`config.mk`:
```
export PLATFORM = sky130hd
export DESIGN_NAME = i2c_eeprom_slave
export DESIGN_NICKNAME = d
export VERILOG_FILES = /design/src/rtl/i2c_eeprom_slave.sv
export SDC_FILE = /design/constraint.sdc
export NUM_CORES = 1
export LEC_CHECK = 0
export ABC_AREA = 1
export BUFFER_PORTS_ARGS = -buffer_cell sky130_fd_sc_hd__buf_4
export CORE_MARGIN = 4
export CORE_UTILIZATION = 35
export CTS_BUF_LIST = sky130_fd_sc_hd__clkbuf_8 sky130_fd_sc_hd__clkbuf_16
export CTS_CLUSTER_DIAMETER = 50
export DETAILED_ROUTE_END_ITERATION = 8
export GPL_ROUTABILITY_DRIVEN = 0
export PLACE_DENSITY = 0.62
export REMOVE_ABC_BUFFERS = 1
export SYNTH_ARGS = -nofsm -noshare
export SYNTH_HDL_FRONTEND = slang
export SYNTH_SLANG_ARGS = --single-unit
```
`constraint.sdc`:
```
create_clock -name clk -period 3.8 [get_ports clk]
set_clock_uncertainty 0.1 [all_clocks]
set_input_delay 0.19 -clock clk [delete_from_list [all_inputs] [get_ports clk]]
set_output_delay 0.19 -clock clk [all_outputs]
set_load 0.02 [all_outputs]
```
`src/rtl/i2c_eeprom_slave.sv`:
```
module i2c_eeprom_slave #(
  parameter int WIDE_ADDR = 1,
  parameter int PAGE_BITS = 4,
  localparam int AW = 8 + WIDE_ADDR
) (
  input  logic          clk,
  input  logic          rst_n,
  input  logic          scl_in,
  input  logic          sda_in,
  input  logic [2:0]    sel_pins,
  input  logic          wp,
  input  logic          mem_busy,
  input  logic [7:0]    rd_data,
  output logic          sda_oe,
  output logic          wr_en,
  output logic [AW-1:0] wr_addr,
  output logic [7:0]    wr_data,
  output logic          commit,
  output logic [AW-1:0] rd_addr
);

  typedef enum logic [2:0] {IDLE, DEV, WADR, WDAT, RD, WAIT} st_t;

  st_t          st;
  logic [2:0]   scl_sy, sda_sy;
  logic [3:0]   bitcnt;
  logic         in_ack, rd_go, got_data, wp_lat;
  logic [7:0]   sr, tx;
  logic [AW-1:0] ptr;

  always_ff @(posedge clk or negedge rst_n)
    if (!rst_n) begin
      scl_sy <= 3'b111;
      sda_sy <= 3'b111;
    end else begin
      scl_sy <= {scl_sy[1:0], scl_in};
      sda_sy <= {sda_sy[1:0], sda_in};
    end

  wire scl_s = scl_sy[1], scl_p = scl_sy[2];
  wire sda_s = sda_sy[1], sda_p = sda_sy[2];
  wire scl_rise  = scl_s & ~scl_p;
  wire scl_fall  = ~scl_s & scl_p;
  wire start_det = scl_s & scl_p & sda_p & ~sda_s;
  wire stop_det  = scl_s & scl_p & ~sda_p & sda_s;

  wire sel_ok   = (WIDE_ADDR != 0) ? (sr[3:2] == sel_pins[2:1]) : (sr[3:1] == sel_pins);
  wire dev_hit  = (sr[7:4] == 4'b1010) && sel_ok && !mem_busy;
  wire wp_block = wp_lat && ptr[AW-1];

  assign rd_addr = ptr;

  always_ff @(posedge clk or negedge rst_n)
    if (!rst_n) begin
      st <= IDLE; bitcnt <= '0; in_ack <= 1'b0; rd_go <= 1'b0;
      got_data <= 1'b0; wp_lat <= 1'b0; sr <= '0; tx <= '0; ptr <= '0;
      sda_oe <= 1'b0; wr_en <= 1'b0; wr_addr <= '0; wr_data <= '0; commit <= 1'b0;
    end else begin
      wr_en  <= 1'b0;
      commit <= 1'b0;
      if (start_det) begin
        st <= DEV; bitcnt <= '0; in_ack <= 1'b0; sda_oe <= 1'b0; got_data <= 1'b0;
      end else if (stop_det) begin
        if (st == WDAT && got_data) commit <= 1'b1;
        st <= IDLE; sda_oe <= 1'b0; in_ack <= 1'b0;
      end else if (st != IDLE && st != WAIT) begin
        if (scl_rise) begin
          if (bitcnt == 4'd8) begin
            bitcnt <= '0;
            in_ack <= 1'b1;
            if (st == RD) rd_go <= ~sda_s;
          end else begin
            sr     <= {sr[6:0], sda_s};
            bitcnt <= bitcnt + 4'd1;
          end
        end else if (scl_fall) begin
          if (in_ack) begin
            in_ack <= 1'b0;
            sda_oe <= 1'b0;
            if (st == WDAT && !got_data) wp_lat <= wp;
            if (st == RD) begin
              if (rd_go) begin
                tx     <= rd_data;
                ptr    <= ptr + 1'b1;
                sda_oe <= ~rd_data[7];
              end else st <= WAIT;
            end
          end else if (bitcnt == 4'd8) begin
            case (st)
              DEV:
                if (dev_hit) begin
                  sda_oe <= 1'b1;
                  rd_go  <= 1'b1;
                  st     <= sr[0] ? RD : WADR;
                  if (WIDE_ADDR != 0) ptr[AW-1] <= sr[1];
                end else st <= WAIT;
              WADR: begin
                ptr[7:0] <= sr;
                sda_oe   <= 1'b1;
                st       <= WDAT;
              end
              WDAT:
                if (wp_block) st <= WAIT;
                else begin
                  sda_oe   <= 1'b1;
                  wr_en    <= 1'b1;
                  wr_addr  <= ptr;
                  wr_data  <= sr;
                  got_data <= 1'b1;
                  ptr[PAGE_BITS-1:0] <= ptr[PAGE_BITS-1:0] + 1'b1;
                end
              default: sda_oe <= 1'b0;
            endcase
          end else if (st == RD && bitcnt != 4'd0) begin
            sda_oe <= ~tx[3'd7 - bitcnt[2:0]];
          end
        end
      end
    end


  idle_quiet_chk: assert property (@(posedge clk) disable iff (!rst_n)
    (st == IDLE || st == WAIT) |-> !sda_oe);


  commit_after_stop_chk: assert property (@(posedge clk) disable iff (!rst_n)
    commit |-> $past(stop_det));


  wr_commit_apart_chk: assert property (@(posedge clk) disable iff (!rst_n)
    !(wr_en && commit));


  wp_guard_chk: assert property (@(posedge clk) disable iff (!rst_n)
    wr_en |-> !(wp_lat && wr_addr[AW-1]));


  oe_on_low_chk: assert property (@(posedge clk) disable iff (!rst_n)
    $rose(sda_oe) |-> !scl_s);

endmodule

```
* After elaboration in Yosys (flattened, before gate mapping)
Index checks and enable logic that the tools add are counted.
** Word-level totals
- Flip-flop bits (word level) :: 62
- Bits of input ports :: 17
- Output and inout port bits :: 29
- Word-level logic and storage cells :: 184
** Cells by class
- Add/subtract/negate cells :: 4
- Order comparisons :: 1
- Eq/ne operators :: 24
- Muxes and demuxes :: 75
- Bitwise operators :: 19
- Reduce and logical (&&, ||, !) cells :: 43
** Operator list (count)
- $mux 1 :: 48
- $mux 3 :: 12
- $mux 9 :: 4
- $mux 4 :: 7
- $reduce_and 9->1 :: 3
- $reduce_and 8->1 :: 3
- $reduce_bool 2->1 :: 12
- $reduce_and 10->1 :: 2
- $ne 2x1->1 const B :: 6
- $ne 6x6->1 const B :: 2
- $not 1->1 :: 12
- $reduce_bool 3->1 :: 4
- $reduce_bool 4->1 :: 3
- $add 9x1->9 const B :: 1
- $pmux 3 s3 :: 1
- $add 4x1->4 const B :: 2
- $eq 4x4->1 const B :: 2
- $ne 4x1->1 const B :: 2
- $pmux 4 s2 :: 1
- $and 1x1->1 :: 7
- $logic_and 1x1->1 :: 7
- $reduce_and 7->1 :: 1
- $eq 3x2->1 const B :: 2
- $ne 3x3->1 const B :: 2
- other kinds (17) :: 20

* Longest topological paths before layout
- Depth after elaboration :: 12
- Mapped depth :: 12
- Mapped depth without buffers :: 11

* Worst setup path after synthesis
OpenSTA, ideal clock, no wires.
- Path type :: reg-to-reg
- Start point :: register bitcnt[0]
- End point :: register wr_data[5]
- Library setup time :: 0.119 ns
- Arrival time :: 1.654 ns
- Required time :: 3.581 ns
- Path slack :: 1.927 ns
- Stages on the path, launching flop included :: 10
- Buffers on the path :: 2
- Period minus slack after synthesis :: 1.873 ns
- Path through :: dfrtp_1 > clkbuf_1 > inv_1 > ha_1 > nand3_2 > nor3_2 > nand2_2 > buf_6 > nand2_1 > o21ai_2
** Between the ends
- Longest elaborated chain between the ends :: 2
** RTL lines
- start: declaration :: RTL line 26 : logic [3:0] bitcnt;
- start signal: assignment :: RTL line 74 : bitcnt <= bitcnt + 4'd1;
- $eq 4x4->1 :: RTL line 88 : end else if (bitcnt == 4'd8) begin
- $reduce_and 9->1 (no source line)
- end signal: assignment :: RTL line 108 : wr_data <= sr;
- end: declaration :: RTL line 17 : output logic [7:0] wr_data,
Every way passes these cells.
A chain may end at the register's enable or synchronous reset.

* Worst setup path in the final report
- Start point :: register bitcnt[0]
- End point :: register wr_addr[6]
** Between the ends
- Longest elaborated chain between the ends :: 2
** RTL lines
- $eq 4x4->1 :: RTL line 88
- $reduce_and 9->1 (no source line)
- end signal: assignment :: RTL line 107 : wr_addr <= ptr;
- end: declaration :: RTL line 16 : output logic [AW-1:0] wr_addr,
Every way passes these cells.

==> flow_summary.ini <==
[outcome]
status = complete, no violations

[die]
die_w_um = 105.6
core_area_sq_um = 9240
die_height_um = 105.6
die-area_sq_um = 11150
start_util_pct = 36.09
pin_count = 46
std_cell_rows = 35

[timing]
timing.fmax_mhz = 411.0
grt_setup_unrepaired = false
worst_slew_pin_slew_ns = 0.7750
setup-tns-final_ns = 0
final-setup-viol-count = 0
hold_violations = 0
period_share_pct = 64.02
fin_crit_ns = 2.433
relSlewSlack_pct = 48.34
fin_ws_ns = 1.367
fin_hold_ws_ns = 0.02227
slew_violations = 0

[synth]
synth_commonest_cells = 124 x nand2_1, 56 x dfrtp_1, 45 x inv_1, 38 x nor2_1, 30 x nand3_1
yosys.area.top_type_share_pct = 42.03
ys_warn_count = 0
synth.ff_latch_count = 62
synth-edff-count = 0
syn_inst = 418
async_reset_ff_share_pct = 100.0
synth_area_sq_um = 3334
synthFlopType = dfrtp_1
synth.avg_cell_area_sq_um = 7.977
netlist_top_cells_area = dfrtp_1 42%, nand2_1 14%, inv_1 5.1%, dfstp_2 4.7%, nand3_1 4.5%
synth_most_common_cell = nand2_1
yosysTopAreaCell = dfrtp_1
ys_seq_area_share_pct = 46.75
synth_cell_types = 34

[setup_path]
worstSetupStartpointType = register
path_class = reg -> reg
worstPathCellList = inv_1 > ha_1 > nand3_2 > nor3_2 > nand2_2 > inv_1 > nand2_1 > nand2_1
path_delay_family = simple AND/OR/NAND/NOR gates
critical_path_required_ns = 3.99
cp_slowest_cell = dfrtp_1
critPathCaptureType = register
r2r-start = bitcnt[0]
slowest_delay_ns = 0.48
cp_max_fo = 32
path_buf_inv = 2
arrival_ns = 2.62
worstSetupStartpoint = bitcnt[0]

[finish]
final_nets = 497
syn_to_final_growth_pct = 21.73
drive_gt1_share_pct = 23.17
fin_area_sq_um = 4059
diodes = 0

[placed_design]
place_ws_ns = 1.351
io_buffer_count = 44
place_hpwl_um = 5326
dpl_cell_area_sq_um = 3759

[global_routing]
grt_pass1_vias = 2819
grt-ovfl-total = 0
grt_max_degree = 63
grt_first_pass_wirelength_um = 12800
grt_usage_pct = 14.25
antenna_found_initial = 0

[min_path]
hp-start = rd_data[2]
hp-class = in -> reg

[clocking]
cts_tree = done
cts_max_path_buffers = 2
clock-root-buffer = clkbuf_8
insertion_delay_ns = 0.35
cts_made_buffers = 9
cts_resized = 0
clk_pin_slew_ns = 0.07
h-tree-depth = 3
clkSinkCount = 62

[route]
vias_per_cell = 4.628
ant_nets = 0
num_vias = 2814
drt_iter0_markers = 140
drc_errors = 0
drtPass1Iterations = 5
routed_wl_um = 7325
wire_per_inst_um = 12.05

[pwr]
share_comb_of_total_power_pct = 35.7
power_frac_clock_pct = 24.0
power_frac_seq_pct = 40.3
p_sw_share_pct = 41.27
powerDensity_nw_per_um2 = 607.7
ir_worst_vdd_uv = 248.7
total_power_mw = 2.467
p_int_mw = 1.448
switching_power_mw = 1.018
p_leak_nw = 2.011

[job]
drv_cap = 0
==> tightest hold or removal path: cells and delay by family <==
family	cells	cell delay (ns)
compound gates	1	0.12
buf+inv	1	0.08
simple gates	1	0.03
==> final cells by class <==
| type | count | area (sq um) |
|---|---|---|
| Multi-Input combinational cell | 294 | 1509 |
| Inverter | 53 | 198.9 |
| Fill cell | 954 | 5181 |
| Tap cell | 129 | 161.4 |
| Sequential cell | 62 | 1559 |
| Clock buffer | 10 | 137.6 |
| Clock inverter | 6 | 62.56 |
| Timing Repair Buffer | 54 | 430.4 |
==> logic make-up after synthesis <==
family                   Yosys count  synth area share (%)
flip-flops                        62                 46.75
AND/OR/NAND/NOR                  221                 30.28
AO/OA/AOI/OAI                     63                 11.67
adder cells (fa/ha/maj)            6                 2.251
XOR/XNOR                           4                 1.051
buffers and inverters             62                 7.992
==> registers in the layout, summed over array words and instances (netlist names) <==
register and count:
sda_oe 1, tx 8, wr_data 8, wr_en 1, got_data 1, wp_lat 1, bitcnt 4, st 3
rd_go 1, rd_addr 9, wr_addr 9, commit 1, sr 8, scl_sy 3, sda_sy 3, in_ack 1
==> power groups by stage <==
| stage | logic (mW) | registers (mW) | clock network [mW] |
|---|---|---|---|
| 6_report | 0.881 | 0.994 | 0.591 |
| 4_1_cts | 0.892 | 0.993 | 0.608 |
| 5_1_grt | 1.01 | 1.02 | 0.638 |
| 3_3_place_gp | 0.861 | 0.997 | 0 |
| 3_5_place_dp | 0.878 | 1.00 | 0 |
| 2_1_floorplan | 0.614 | 0.999 | 0 |
==> path summary, 6_finish.rpt <==
| kind | end | slack, ns | depth (start not counted) |
|---|---|---|---|
| worst min register to register | scl_sy[1] | 0.26 | 0 |
| worst max register to register | wr_addr[6] | 1.37 | 8 |
| worst min-delay path | tx[2] | 0.02 | 3 |
| max in group asynchronous | bitcnt[2] | 2.73 | 2 |
| worst max-delay path | wr_addr[6] | 1.37 | 8 |
| min in group asynchronous | wr_data[7] | 0.37 | 2 |
==> per-stage QoR <==
stage	instances	util (%)
after floorplan	409	-
after global placement	582	40.68
after CTS	608	43.93
after detailed placement	582	40.68
final	608	43.93
after global routing	608	43.93
==> layout by cell type, fill, tap and decap left out, types with 2 or more instances in the layout <==
cell type	instances
nor2_4	2
dfrtp_1	56
inv_2	8
o21ai_0	22
nand3_4	3
o21ai_1	9
clkbuf_8	10
ha_1	6
nand2_2	6
dfstp_2	6
a21oi_1	11
nand3_1	30
nor3_1	2
xor2_1	4
o21ai_2	14
nand3_2	2
inv_1	46
dlygate4sd3_1	10
nor2_1	38
nand2_4	2
clkinvlp_4	2
buf_4	44
nand4_1	4
nor2_2	5
nand2_1	124
==> metal layers <==
| metal | GRT usage, % | wire, um | vias up |
|---|---|---|---|
| li1 | - | - | 1437 |
| met1 | 16.67 | 3218 | 1312 |
| met2 | 24.95 | 3700 | 57 |
| met3 | 4.103 | 323 | 8 |
| met4 | 4.810 | 83 | 0 |
| met5 | 0 | 0 | - |
==> timing repair <==
| item | in CTS | in global routing |
|---|---|---|
| setup endpoints to repair | 0 | 0 |
| buffers inserted | 0 | 0 |
| hold endpoints to repair | 65 | 0 |
| hold buffers | 10 | 0 |
Power figures use the tool's default switching activity.
